**src/rtl/coarse_dcc_pkg.sv**
```systemverilog
package coarse_dcc_pkg;

    typedef enum logic [1:0] {
        ST_IDLE  = 2'd0,
        ST_ACCUM = 2'd1,
        ST_LATCH = 2'd2
    } cal_state_t;

endpackage

```
**src/rtl/coarse_dcc_ctrl.sv**
```systemverilog
module coarse_dcc_ctrl
    import coarse_dcc_pkg::*;
#(
    parameter int WIN_LOG2 = 12
) (
    input  logic clk,
    input  logic rst_n,
    input  logic en,
    input  logic cal_start,
    input  logic in_vld,
    output logic clr_acc,
    output logic acc_en,
    output logic latch_ofs,
    output logic cal_done
);

    cal_state_t              state_q;
    cal_state_t              state_d;
    logic [WIN_LOG2-1:0]     cnt_q;
    logic                    window_full;

    // start is only accepted from idle and with correction enabled
    assign clr_acc     = (state_q == ST_IDLE) && en && cal_start;
    assign acc_en      = (state_q == ST_ACCUM) && in_vld;
    assign window_full = acc_en && (cnt_q == '1);
    assign latch_ofs   = (state_q == ST_LATCH);

    always_comb begin
        state_d = state_q;
        unique case (state_q)
            ST_IDLE:  if (clr_acc)     state_d = ST_ACCUM;
            ST_ACCUM: if (window_full) state_d = ST_LATCH;
            ST_LATCH:                  state_d = ST_IDLE;
            default:                   state_d = ST_IDLE;
        endcase
    end

    // state register
    always_ff @(posedge clk) begin
        if (!rst_n) begin
            state_q <= ST_IDLE;
        end else begin
            state_q <= state_d;
        end
    end

    // outputs and window counter
    always_ff @(posedge clk) begin
        if (!rst_n) begin
            cnt_q    <= '0;
            cal_done <= 1'b0;
        end else begin
            if (clr_acc) begin
                cnt_q <= '0;
            end else if (acc_en) begin
                cnt_q <= cnt_q + 1'b1;
            end
            cal_done <= latch_ofs;
        end
    end

endmodule

```
**src/rtl/coarse_dcc_est.sv**
```systemverilog
module coarse_dcc_est #(
    parameter int SAMPLE_W = 12,
    parameter int WIN_LOG2 = 12,
    parameter int OFS_W    = 8
) (
    input  logic                       clk,
    input  logic                       rst_n,
    input  logic                       clr_acc,
    input  logic                       acc_en,
    input  logic                       latch_ofs,
    input  logic signed [SAMPLE_W-1:0] sample,
    output logic signed [OFS_W-1:0]    ofs
);

    localparam int ACC_W = SAMPLE_W + WIN_LOG2;
    localparam logic signed [ACC_W-1:0] LIM_HI = ACC_W'((1 << (OFS_W - 1)) - 1);
    localparam logic signed [ACC_W-1:0] LIM_LO = ~LIM_HI;

    logic signed [ACC_W-1:0] acc_q;
    logic signed [ACC_W-1:0] mean;
    logic signed [OFS_W-1:0] mean_clamped;

    // floor division by the window length
    assign mean = acc_q >>> WIN_LOG2;

    always_comb begin
        if (mean > LIM_HI) begin
            mean_clamped = LIM_HI[OFS_W-1:0];
        end else if (mean < LIM_LO) begin
            mean_clamped = LIM_LO[OFS_W-1:0];
        end else begin
            mean_clamped = mean[OFS_W-1:0];
        end
    end

    always_ff @(posedge clk) begin
        if (!rst_n) begin
            acc_q <= '0;
            ofs   <= '0;
        end else begin
            if (clr_acc) begin
                acc_q <= '0;
            end else if (acc_en) begin
                acc_q <= acc_q + ACC_W'(sample);
            end
            if (latch_ofs) begin
                ofs <= mean_clamped;
            end
        end
    end

endmodule

```
**src/rtl/coarse_dcc_sub.sv**
```systemverilog
module coarse_dcc_sub #(
    parameter int SAMPLE_W = 12,
    parameter int OFS_W    = 8
) (
    input  logic                       clk,
    input  logic                       rst_n,
    input  logic                       in_vld,
    input  logic                       en,
    input  logic signed [SAMPLE_W-1:0] sample,
    input  logic signed [OFS_W-1:0]    ofs,
    output logic signed [SAMPLE_W-1:0] result
);

    localparam int DIFF_W = SAMPLE_W + 1;
    localparam logic signed [SAMPLE_W-1:0] OUT_MAX = {1'b0, {(SAMPLE_W-1){1'b1}}};
    localparam logic signed [SAMPLE_W-1:0] OUT_MIN = {1'b1, {(SAMPLE_W-1){1'b0}}};

    logic signed [DIFF_W-1:0]   diff;
    logic signed [SAMPLE_W-1:0] diff_sat;

    assign diff = DIFF_W'(sample) - DIFF_W'(ofs);

    always_comb begin
        if (diff[DIFF_W-1] != diff[DIFF_W-2]) begin
            diff_sat = diff[DIFF_W-1] ? OUT_MIN : OUT_MAX;
        end else begin
            diff_sat = diff[SAMPLE_W-1:0];
        end
    end

    always_ff @(posedge clk) begin
        if (!rst_n) begin
            result <= '0;
        end else if (in_vld) begin
            result <= en ? diff_sat : sample;
        end
    end

endmodule

```
**src/rtl/coarse_dcc_top.sv**
```systemverilog
module coarse_dcc_top #(
    parameter int LANES    = 4,
    parameter int SAMPLE_W = 12,
    parameter int WIN_LOG2 = 12,
    parameter int OFS_W    = 8
) (
    input  logic                      clk,
    input  logic                      rst_n,
    input  logic                      en,
    input  logic                      cal_start,
    input  logic                      in_vld,
    input  logic [LANES*SAMPLE_W-1:0] in_data,
    output logic                      out_vld,
    output logic [LANES*SAMPLE_W-1:0] out_data,
    output logic [LANES*OFS_W-1:0]    ofs_out,
    output logic                      cal_done
);

    logic clr_acc;
    logic acc_en;
    logic latch_ofs;

    coarse_dcc_ctrl #(
        .WIN_LOG2(WIN_LOG2)
    ) ctrl_i (
        .clk      (clk),
        .rst_n    (rst_n),
        .en       (en),
        .cal_start(cal_start),
        .in_vld   (in_vld),
        .clr_acc  (clr_acc),
        .acc_en   (acc_en),
        .latch_ofs(latch_ofs),
        .cal_done (cal_done)
    );

    for (genvar g = 0; g < LANES; g++) begin : g_lane
        logic signed [SAMPLE_W-1:0] lane_in;
        logic signed [SAMPLE_W-1:0] lane_out;
        logic signed [OFS_W-1:0]    lane_ofs;

        assign lane_in = in_data[g*SAMPLE_W +: SAMPLE_W];

        coarse_dcc_est #(
            .SAMPLE_W(SAMPLE_W),
            .WIN_LOG2(WIN_LOG2),
            .OFS_W   (OFS_W)
        ) est_i (
            .clk      (clk),
            .rst_n    (rst_n),
            .clr_acc  (clr_acc),
            .acc_en   (acc_en),
            .latch_ofs(latch_ofs),
            .sample   (lane_in),
            .ofs      (lane_ofs)
        );

        coarse_dcc_sub #(
            .SAMPLE_W(SAMPLE_W),
            .OFS_W   (OFS_W)
        ) sub_i (
            .clk   (clk),
            .rst_n (rst_n),
            .in_vld(in_vld),
            .en    (en),
            .sample(lane_in),
            .ofs   (lane_ofs),
            .result(lane_out)
        );

        assign out_data[g*SAMPLE_W +: SAMPLE_W] = lane_out;
        assign ofs_out[g*OFS_W +: OFS_W]        = lane_ofs;
    end

    always_ff @(posedge clk) begin
        if (!rst_n) begin
            out_vld <= 1'b0;
        end else begin
            out_vld <= in_vld;
        end
    end

endmodule

```
**config.mk**
```make
export PLATFORM = sky130hd
export DESIGN_NAME = coarse_dcc_top
export DESIGN_NICKNAME = d
export VERILOG_FILES = /design/src/rtl/coarse_dcc_pkg.sv /design/src/rtl/coarse_dcc_ctrl.sv /design/src/rtl/coarse_dcc_est.sv /design/src/rtl/coarse_dcc_sub.sv /design/src/rtl/coarse_dcc_top.sv
export SDC_FILE = /design/constraint.sdc
export NUM_CORES = 1
export LEC_CHECK = 0
export ABC_AREA = 1
export ABC_CLOCK_PERIOD_IN_PS = 2300
export CORE_AREA = 2 2 191 146
export DETAILED_ROUTE_END_ITERATION = 8
export DIE_AREA = 0 0 193 148
export DONT_BUFFER_PORTS = 1
export MAX_ROUTING_LAYER = met4
export PLACE_DENSITY = 0.76
export SLEW_MARGIN = 20
export SYNTH_ARGS = -nofsm -noshare
export SYNTH_HDL_FRONTEND = slang
export SYNTH_SLANG_ARGS = --single-unit
```
**constraint.sdc**
```tcl
create_clock -name clk -period 2.3 [get_ports clk]
set_input_delay 0.115 -clock clk [delete_from_list [all_inputs] [get_ports clk]]
set_output_delay 0.115 -clock clk [all_outputs]
set_load 0.005 [all_outputs]
```
==> metrics.cfg <==
[floorplanning]
floorplan.initialDensity_pct=59.28
core_area_um2=26680
die_width_um=193
die_area_um2=28560
design.portCount=135
dieHeight_um=148
num_rows=52

[drt]
drcViolationCount=0
detail_route.wirelength_um=47470
vias=16460
drtAntennaViolNets=0
avgViaCountPerCell=5.619
drt_first_pass_iters=7
initialDrtViolationCount=1232
route.detailed.wl_per_inst_um=16.21

[critical_path]
crit_path_max_fanout=5
timing.reg2reg.worst_path_depth=12
startpoint_type=primary input
cp_data_required_time_ns=2.63
critPathCaptureType=flip-flop
cp.arrival_ns=2.53
worstSetupPathType=in -> reg

[synth]
synth-edff-count=0
postSynthRegisterBits=192
synth_async_sr_flop_share_pct=0
synth_fp_nets=2709
synth.lib_cells_used.distinct=44
syn-instance-count=2507
syn-mean-instance-area_um2=6.307
synth-seq-area-share_pct=24.31
yosysWarningCount=0
synth_top_flop_cell=sky130_fd_sc_hd__dfxtp_1
synth_area_um2=15810

[sta]
post-route-min-period_ns=2.199
finalWorstSetupSlack_ns=0.1011
setup_viol=0
hold_slack_ns=0.01643
timing.final.max_slew_violations=0
period_share_pct=95.60
clock_skew_ns=0.007771
relSlewSlack_pct=34.48
fmaxAchievable_mhz=454.8
rsz0062_at_grt=true
report.final.hold_viol_count=0
tightestPinTransition_ns=0.9817

[cts]
clock_sink_count=192
ctsRootBufferMaster=sky130_fd_sc_hd__clkbuf_16
clock_latency_ns=0.44
cts_htree_levels=4
cts-buffers-inserted=17
clockBufferDepth=2
clk_pin_slew_worst_paths_ns=0.07
tritoncts=built

[final_layout]
layout.cells.most_common_list=sky130_fd_sc_hd__nand2_1, sky130_fd_sc_hd__inv_1, sky130_fd_sc_hd__a21oi_1
area_delta_synth_final_pct=13.34
drive_above_1_share_pct=7.412
mostFrequentLayoutCell=sky130_fd_sc_hd__nand2_1
nets=2766
fin_util_pct=67.19

[placement]
final_estimated_routing_congestion_in_global_placement=0.9557
port-buffer-count=0
hpwl_um=35120
dp_worst_setup_slack_ns=0.07191

[global_route]
grt_pass1_wl_um=74480
overall_routing_resource_usage_pct=33.58
grt_pass1_vias=15040
grt_max_degree=54
initial_antenna_violation_count=1
grt_overflow=0

[power]
pwr_density_cell_nw_per_um2=487.9
vdd_drop_max_mv=0.5130
leakage_nw=8.962

[hold_path]
hold_class=in -> reg
number_of_cells_on_the_worst_hold_path=3

[job]
max_cap_viol_count=0

[status]
run_status=completed

-- report_power, final --
group / internal, W / switching [W]
Clock: 0.00169 / 0.00135
Sequential: 0.00346 / 0.000116
Combinational: 0.000807 / 0.00132
Total: 0.00596 / 0.00278
-- metal layers --
layer,routed length [um],up-vias,GRT usage [%]
met3,3688,77,7.170
li1,-,8343,-
met5,0,-,-
met4,1039,0,9.773
met1,22560,7477,45.66
met2,20190,562,50.07
-- area by class of cell --
cell class / instances / area, um2
Clock buffer: 24 / 481.7
Antenna cell: 1 / 2.502
Multi-Input combinational cell: 1911 / 10740
Sequential cell: 192 / 3854
Timing Repair Buffer: 103 / 1026
Clock inverter: 8 / 103.9
Tap cell: 351 / 439.2
Fill cell: 2405 / 8753
Inverter: 339 / 1280
-- cells in the mapped netlist (6+ instances only) --
cell	number	area [um2]
sky130_fd_sc_hd__a21oi_2	11	96.34
sky130_fd_sc_hd__a31oi_1	11	68.82
sky130_fd_sc_hd__clkbuf_1	41	153.9
sky130_fd_sc_hd__ha_1	141	1764
sky130_fd_sc_hd__dfxtp_1	192	3844
sky130_fd_sc_hd__nor2_2	9	56.30
sky130_fd_sc_hd__o21a_1	33	247.7
sky130_fd_sc_hd__buf_2	18	90.09
sky130_fd_sc_hd__o21bai_1	41	307.8
sky130_fd_sc_hd__a21o_1	19	142.6
sky130_fd_sc_hd__o21ai_0	144	720.7
sky130_fd_sc_hd__nor3_1	21	105.1
sky130_fd_sc_hd__inv_1	331	1242
sky130_fd_sc_hd__o211ai_1	10	75.07
sky130_fd_sc_hd__fa_1	8	160.2
sky130_fd_sc_hd__nand4_1	52	325.3
sky130_fd_sc_hd__nand2_1	673	2526
sky130_fd_sc_hd__xnor2_1	25	219.0
sky130_fd_sc_hd__inv_2	6	22.52
sky130_fd_sc_hd__xor2_1	46	402.9
sky130_fd_sc_hd__nand3_1	157	785.8
sky130_fd_sc_hd__nor2_1	210	788.3
sky130_fd_sc_hd__nand2_2	22	137.6
sky130_fd_sc_hd__o21ai_1	14	70.07
sky130_fd_sc_hd__a21oi_1	236	1181
-- sequential cells by signal, indices dropped and copies added (netlist names) --
signal / cells
out_vld: 1
ctrl_i.state_q: 2
g_lane.sub_i.result: 48
g_lane.est_i.acc_q: 96
ctrl_i.cal_done: 1
ctrl_i.cnt_q: 12
g_lane.est_i.ofs: 32
-- final timing paths --
check / endpoint / slack [ns] / from
max reg2reg: g_lane[1].est_i.acc_q[16] / 0.12 / g_lane[1].est_i.acc_q[0]
max: g_lane[1].sub_i.result[10] / 0.10 / in_data[12]
min: g_lane[2].est_i.acc_q[1] / 0.02 / in_data[25]
min reg2reg: g_lane[3].est_i.acc_q[0] / 0.48 / g_lane[3].est_i.acc_q[0]
-- cells by family after synthesis --
group / count (synthesis) / share of synthesized area, %
XOR/XNOR: 71 / 3.933
buffers and inverters: 404 / 9.851
AO/OA/AOI/OAI: 531 / 19.14
AND/OR/NAND/NOR: 1160 / 30.60
adder cells (fa/ha/maj): 149 / 12.17
flip-flops: 192 / 24.31
-- critical path: stages --
cell	delay [ns]
sky130_fd_sc_hd__dlygate4sd3_1	0.59
sky130_fd_sc_hd__inv_2	0.11
sky130_fd_sc_hd__ha_1	0.15
sky130_fd_sc_hd__inv_1	0.06
sky130_fd_sc_hd__fa_2	0.35
sky130_fd_sc_hd__nand3_1	0.10
sky130_fd_sc_hd__nand2_2	0.10
sky130_fd_sc_hd__nand2_2	0.10
sky130_fd_sc_hd__nand2_4	0.06
sky130_fd_sc_hd__nand2_2	0.05
sky130_fd_sc_hd__nand2_2	0.06
sky130_fd_sc_hd__nand2_4	0.10
sky130_fd_sc_hd__nor2_4	0.05
sky130_fd_sc_hd__nor2_4	0.18
sky130_fd_sc_hd__clkbuf_16	0.20
sky130_fd_sc_hd__nand2_2	0.04
sky130_fd_sc_hd__nand2_1	0.06
sky130_fd_sc_hd__a21oi_2	0.05
-- stage by stage --
step	cell area (um2)	setup TNS [ns]	instances	power (W)
after floorplan	15810	0	2507	0.005136
after global placement	16390	0	2838	0.005517
after detailed placement	16390	0	2838	0.005547
after CTS	17530	0	2924	0.008691
after global routing	17920	-0.1810	2929	0.009200
final	17920	0	2929	0.008744
-- what timing repair did --
item | in CTS | in global routing
setup endpoints to repair | 0 | 57
resized for setup | 0 | 72
setup buffers | 0 | 3
hold buffers | 54 | 0
endpoints found under the hold margin | 60 | 0
Note: power is estimated with default switching activity, not from simulation.
